<file path="src/rtl/dide_irq_pkg.sv">
package dide_irq_pkg;

    localparam int NUM_CH = 2;
    localparam int REG_W  = 8;
    localparam int ADDR_W = 2;

    localparam logic [ADDR_W-1:0] OFS_STAT = ADDR_W'(2);
    localparam logic [ADDR_W-1:0] OFS_MASK = ADDR_W'(3);

    // Mode register field positions (write side of the status offset)
    localparam int MODE_KEY_BIT = 7;
    localparam int MODE_LEG_BIT = 1;
    localparam int MODE_TST_BIT = 0;

    // Field positions in the mask/status byte
    localparam int STRAP_BIT = 4;
    localparam int C1_BM_BIT = 3;
    localparam int C1_DR_BIT = 2;

    typedef struct packed {
        logic bm;
        logic drv;
    } chan_stat_t;

    typedef struct packed {
        logic legacy;
        logic test;
    } mode_t;

    function automatic logic [REG_W-1:0] status_byte(chan_stat_t s);
        logic [REG_W-1:0] r;
        r    = '0;
        r[1] = s.bm;
        r[0] = s.drv;
        return r;
    endfunction

    function automatic logic [REG_W-1:0] mask_byte(chan_stat_t s1, logic strap,
                                                   logic [NUM_CH-1:0] m);
        logic [REG_W-1:0] r;
        r             = '0;
        r[STRAP_BIT]  = strap;
        r[C1_BM_BIT]  = s1.bm;
        r[C1_DR_BIT]  = s1.drv;
        r[NUM_CH-1:0] = m;
        return r;
    endfunction

endpackage

</file>
<file path="src/rtl/dide_irq_chan.sv">
module dide_irq_chan
    import dide_irq_pkg::*;
(
    input  logic       clk,
    input  logic       rst,
    input  logic       raw_irq,
    input  logic       active_low,
    input  logic       bm_done,
    input  logic       masked,
    output chan_stat_t stat,
    output logic       irq
);

    // Level-following status, one register stage, no latching
    always_ff @(posedge clk) begin
        if (rst) begin
            stat <= '0;
        end else begin
            stat.drv <= raw_irq ^ active_low;
            stat.bm  <= bm_done;
        end
    end

    assign irq = (stat.drv | stat.bm) & ~masked;

endmodule

</file>
<file path="src/rtl/dide_irq_mask.sv">
module dide_irq_mask
    import dide_irq_pkg::*;
#(
    parameter int N = NUM_CH
) (
    input  logic         clk,
    input  logic         rst,
    input  logic         wr_hit,
    input  logic [N-1:0] wbits,
    output logic [N-1:0] mask
);

    always_ff @(posedge clk) begin
        if (rst) begin
            mask <= '0;
        end else if (wr_hit) begin
            mask <= wbits;
        end
    end

endmodule

</file>
<file path="src/rtl/dide_irq_mode.sv">
module dide_irq_mode
    import dide_irq_pkg::*;
(
    input  logic             clk,
    input  logic             rst,
    input  logic             wr_hit,
    input  logic [REG_W-1:0] wdata,
    output mode_t            mode
);

    logic accept;
    logic unused_wbits;

    assign accept       = wr_hit & wdata[MODE_KEY_BIT];
    assign unused_wbits = ^wdata[MODE_KEY_BIT-1:MODE_LEG_BIT+1];

    always_ff @(posedge clk) begin
        if (rst) begin
            mode <= '0;
        end else if (accept) begin
            mode.legacy <= wdata[MODE_LEG_BIT];
            mode.test   <= wdata[MODE_TST_BIT];
        end
    end

endmodule

</file>
<file path="src/rtl/dide_irq_rdmux.sv">
module dide_irq_rdmux
    import dide_irq_pkg::*;
(
    input  logic [ADDR_W-1:0]         addr,
    input  chan_stat_t [NUM_CH-1:0]   stat,
    input  logic [NUM_CH-1:0]         mask,
    input  logic                      strap,
    output logic [REG_W-1:0]          rdata
);

    always_comb begin
        unique case (addr)
            OFS_STAT: rdata = status_byte(stat[0]);
            OFS_MASK: rdata = mask_byte(stat[1], strap, mask);
            default:  rdata = '0;
        endcase
    end

endmodule

</file>
<file path="src/rtl/dide_irq_unit.sv">
module dide_irq_unit
    import dide_irq_pkg::*;
(
    input  logic              clk,
    input  logic              rst,
    input  logic [ADDR_W-1:0] reg_addr,
    input  logic              reg_wr,
    input  logic [REG_W-1:0]  reg_wdata,
    output logic [REG_W-1:0]  reg_rdata,
    input  logic [NUM_CH-1:0] drv_irq_raw,
    input  logic [NUM_CH-1:0] irq_active_low,
    input  logic [NUM_CH-1:0] bm_done,
    input  logic              legacy_hdr_strap,
    output logic [NUM_CH-1:0] chan_irq,
    output logic              legacy_compat,
    output logic              test_mode
);

    logic                    wr_mode_hit;
    logic                    wr_mask_hit;
    logic [NUM_CH-1:0]       mask_q;
    chan_stat_t [NUM_CH-1:0] stat;
    mode_t                   mode_q;

    assign wr_mode_hit = reg_wr && (reg_addr == OFS_STAT);
    assign wr_mask_hit = reg_wr && (reg_addr == OFS_MASK);

    for (genvar c = 0; c < NUM_CH; c++) begin : g_chan
        dide_irq_chan u_chan (
            .clk        (clk),
            .rst        (rst),
            .raw_irq    (drv_irq_raw[c]),
            .active_low (irq_active_low[c]),
            .bm_done    (bm_done[c]),
            .masked     (mask_q[c]),
            .stat       (stat[c]),
            .irq        (chan_irq[c])
        );
    end

    dide_irq_mask #(.N(NUM_CH)) u_mask (
        .clk    (clk),
        .rst    (rst),
        .wr_hit (wr_mask_hit),
        .wbits  (reg_wdata[NUM_CH-1:0]),
        .mask   (mask_q)
    );

    dide_irq_mode u_mode (
        .clk    (clk),
        .rst    (rst),
        .wr_hit (wr_mode_hit),
        .wdata  (reg_wdata),
        .mode   (mode_q)
    );

    dide_irq_rdmux u_rdmux (
        .addr  (reg_addr),
        .stat  (stat),
        .mask  (mask_q),
        .strap (legacy_hdr_strap),
        .rdata (reg_rdata)
    );

    assign legacy_compat = mode_q.legacy;
    assign test_mode     = mode_q.test;

endmodule

</file>
<file path="config.mk">
export PLATFORM = sky130hd
export DESIGN_NAME = dide_irq_unit
export DESIGN_NICKNAME = d
export VERILOG_FILES = /design/src/rtl/dide_irq_pkg.sv /design/src/rtl/dide_irq_chan.sv /design/src/rtl/dide_irq_mask.sv /design/src/rtl/dide_irq_mode.sv /design/src/rtl/dide_irq_rdmux.sv /design/src/rtl/dide_irq_unit.sv
export SDC_FILE = /design/constraint.sdc
export NUM_CORES = 1
export LEC_CHECK = 0
export ABC_AREA = 1
export CAP_MARGIN = 30
export CORE_AREA = 2 2 39 41
export DETAILED_ROUTE_END_ITERATION = 12
export DIE_AREA = 0 0 41 43
export PLACE_DENSITY = 0.8
export SLEW_MARGIN = 20
export SYNTH_ARGS = -nofsm -noshare
export SYNTH_HDL_FRONTEND = slang
export SYNTH_HIERARCHICAL = 1
export SYNTH_SLANG_ARGS = --single-unit
</file>
<file path="constraint.sdc">
create_clock -name clk -period 1.8 [get_ports clk]
set_clock_uncertainty 0.2 [all_clocks]
set_input_delay 0.45 -clock clk [delete_from_list [all_inputs] [get_ports clk]]
set_output_delay 0.45 -clock clk [all_outputs]
set_load 0.1 [all_outputs]
</file>
Word level (Yosys, flattened, before mapping)
Cells that the tools add are included.

Bits in writable memories: 0. Bits in latches: 0. Bits in read-only memories: 0. Word-level logic and storage cells: 21. Memories: 0. Bits in registers: 8. Input bits: 20.

Shifts and indexed selects: 0. Div/mod/pow operators: 0. Equality and inequality tests: 2. Bitwise gates (word level): 9. Reduce and logical (&&, ||, !) cells: 2. Order comparisons: 0. Muxes and demuxes: 1. $add $sub $neg: 0. Multiply operators: 0.

Operator list (count): $pmux W5 S2 (1); $eq A2 B2 Y1 const B (2); $and A1 B1 Y1 (3); $logic_and A1 B1 Y1 (2); $not A1 Y1 (2); $or A1 B1 Y1 (2); $xor A1 B1 Y1 (2).

Longest topological paths before layout
Gate-level depths: netlist (run 1).

Word-level depth: 3. Gate-level depth with buffers: 6. Mapped depth without buffers: 6.

Hierarchy
The synthesis (run 1) kept the hierarchy.

By module, submodules not included: dide_irq_chan (cells each 11, area each 73.8 um^2, instances 2); dide_irq_mode (cells each 14, area each 87.6 um^2, instances 1); dide_irq_rdmux (cells each 18, area each 86.3 um^2, instances 1); dide_irq_mask (cells each 13, area each 81.3 um^2, instances 1); dide_irq_unit (cells each 4, area each 15.0 um^2, instances 1).

Worst setup path after synthesis (run 1)
OpenSTA, ideal clock, no wires.

Kind: input to output. From: in reg_addr[0]. To: out reg_rdata[2]. Cell stages on the path: 2. Required time: 1.150 ns. Path buffers: 0. Data arrival time: 1.756 ns. Path slack: -0.606 ns. Path through: nand2_2 -> nor2_1.

Cells in the longest elaborated chain, start to end: 2. Elaborated cells between the ends (all ways): 3.

RTL lines: start: declaration (RTL line dide_irq_unit.sv:6) `input logic [ADDR_W-1:0] reg_addr,`; $eq A2 B2 Y1 (RTL line dide_irq_rdmux.sv:12) `unique case (addr)`; $pmux W5 S2 (*) (RTL line dide_irq_rdmux.sv:12); end: declaration (RTL line dide_irq_unit.sv:9) `output logic [REG_W-1:0] reg_rdata,`.

Every way passes the cells marked *; elsewhere a longest branch is shown, timed or not.

Final worst setup path (run 1)
From: in reg_addr[1]. To: out reg_rdata[4].

Same word-level chain as after synthesis.

==> results of run 1 <==
[cell type report]
class                      instances  area, µm²  share of cell area, %
tap                               16      20.02                  2.488
multi-input combinational         47      224.0                  27.84
sequential                         8      160.2                  19.91
inverter                          15      56.30                  6.998
clock buffer                       3      22.52                  2.799
timing repair buffer              24      321.6                  39.97
[final timing paths]
path                                 end  slack [ps]
max reg2reg  u_mode/mode[0]$_SDFFE_PP0P_         900
min          u_mask/mask[0]$_SDFFE_PP0P_         320
max                         reg_rdata[4]          30
min reg2reg  u_mask/mask[0]$_SDFFE_PP0P_         320
[critical path, stage by stage]
cell and delay, ps:
clkdlybuf4s18_2 260, nand2_4 100, nor2_4 130, buf_12 180
[kinds of logic (layout without fill, tap and decap cells)]
group,Yosys count,count (layout),share of synthesized area (%)
other,1,3,0.8973
and+or+nand+nor,44,44,41.91
DFF,8,8,38.32
buffers and inverters,18,42,18.86
[sequential cells by signal (all words and copies together) (netlist names)]
| name | count |
|---|---|
| u_mode/mode | 2 |
| u_mask/mask | 2 |
| g_chan.u_chan/stat | 4 |
[cells in the mapped netlist]
| master | number | area (µm²) |
|---|---|---|
| nand2_1 | 15 | 56.30 |
| nand2_2 | 2 | 12.51 |
| nand3_1 | 4 | 20.02 |
| nor2_1 | 23 | 86.33 |
| dfxtp_1 | 8 | 160.2 |
| buf_4 | 3 | 22.52 |
| conb_1 | 1 | 3.750 |
| inv_1 | 15 | 56.30 |
[per-stage QoR]
| step | total power, mW | cells | hold slack, ps |
|---|---|---|---|
| floorplan | 0.3385 | 73 | 274.0 |
| global placement | 0.4211 | 110 | 287.1 |
| detailed placement | 0.4246 | 110 | 319.8 |
| CTS | 0.5572 | 113 | 326.8 |
| global route | 0.5770 | 113 | 354.2 |
| finish | 0.5519 | 113 | 322.2 |
[layer usage]
metal,GRT usage (%),wire [µm],up-vias
met1,12.42,339,194
li1,-,-,249
met3,3.141,65,0
met4,8.000,0,0
met5,0,0,-
met2,23.44,538,19
[power groups by stage]
stage,Sequential [mW],Combinational [mW],Clock (mW)
floorplan,0.206,0.132,0
finish,0.194,0.227,0.131
CTS,0.194,0.227,0.137
global route,0.195,0.239,0.144
detailed placement,0.197,0.227,0
global placement,0.197,0.224,0
[timing repair]
item	4_1_cts	5_1_grt
resized for setup	8	5
endpoints found under the setup margin	5	4
pin swaps	1	0
==> impl_metrics.ini, run 1 <==
[setup_path]
r2r_start = u_mode/mode[0]$_SDFFE_PP0P_
required_ps = 1150
worstSetupPathType = input port to output pin
crit_path_max_fanout = 6
end_kind = output pin
start_kind = input port
ff2ff_path_depth = 4
startpoint = reg_addr[1]
worstPathArrival_ps = 1120

[synthesis]
netlist_area_um2 = 417.9
yosys_warnings = 6
synth_cells = 71
seq_area_frac_synth_pct = 38.32
avgSynthCellArea_um2 = 5.886
ys_types = 8
ys_ff_latch = 8

[placed_design]
dp_slack_ps = -374.5
place_area_um2 = 778.2
hpwl_um = 816.4
io_buffers = 23
gp_congestion = 0.7268

[clock_tree]
cts_setup_buffers = 0
h-tree-depth = 1
cts_hold_buf = 0
insertion_delay_ps = 250
clockBufferDepth = 2
clock_sink_count = 8
cts_tree = yes
cts-root-buf = clkbuf_4
clkTransAtPathRegs_ps = 50
cts_buffers = 3

[routing]
vias = 462
drt_iter0_markers = 13
drc = 0
wire_per_inst_um = 8.354
vias_per_cell = 4.088
antenna_left = 0
totalWireLength_um = 944
firstDrtPassIters = 4

[min_path]
whs_path_depth = 2
hold_start = u_mask/mask[0]$_SDFFE_PP0P_
worst_hold_path_type = flop to flop

[pwr]
netSwitchingPower_mw = 0.2089
intPower_mw = 0.3430
ir_drop_v = 0.0003458
seq_power_share_pct = 35.1
clkPwrFrac_pct = 23.7
power_frac_comb_pct = 41.2
p_leak_nw = 0.4027
switching_share_pct = 37.85
pwr_density_cell_nw_per_um2 = 686.0

[finish]
final_util_pct = 58.14
n_fill_cell = 124
drive_gt1_share_pct = 25.77
syn_to_final_growth_pct = 92.51
final_common_cell = nor2_1
stdcell_area_um2 = 804.5
n_antenna_cell = 0
layout_common_cells = nor2_1, inv_1, nand2_1, clkdlybuf4s50_1, buf_12
nNetsFinal = 119

[die]
die_h_um = 43
rows = 14
core_um2 = 1384
io_pins = 32
die_area_um2 = 1763
start_util_pct = 30.20
die_w_um = 41

[global_routing]
grt_pass1_wl_um = 1580
globalRouteOverflowTotal = 0
grt_max_degree = 7
antenna_found_initial = 0
grt_pass1_vias = 446
track_usage_pct = 13.22

[sta]
grt_setup_unrepaired = false
finalCritPeriodShare_pct = 98.21
final_max_slew_viol_count = 0
finalHoldViolations = 0
fin_crit_ps = 1768
setup_viol = 0
fmax_ghz = 0.5657
setup_tns_ps = 0
fin_ws_ps = 32.25

[run_status]
status = finished clean

[job]
max_cap_violations = 0
Note: power is estimated with default switching activity, not from simulation.
==> inputs of run 2 (changes only) <==
--- a/config.mk
+++ b/config.mk
@@ -6,7 +6,6 @@
 export NUM_CORES = 1
 export LEC_CHECK = 0
 export ABC_AREA = 1
-export CAP_MARGIN = 30
 export CORE_AREA = 2 2 39 41
 export DETAILED_ROUTE_END_ITERATION = 12
 export DIE_AREA = 0 0 41 43
==> results of run 2 <==
The final DEF is identical to that of run 1; final timing and power are the same.
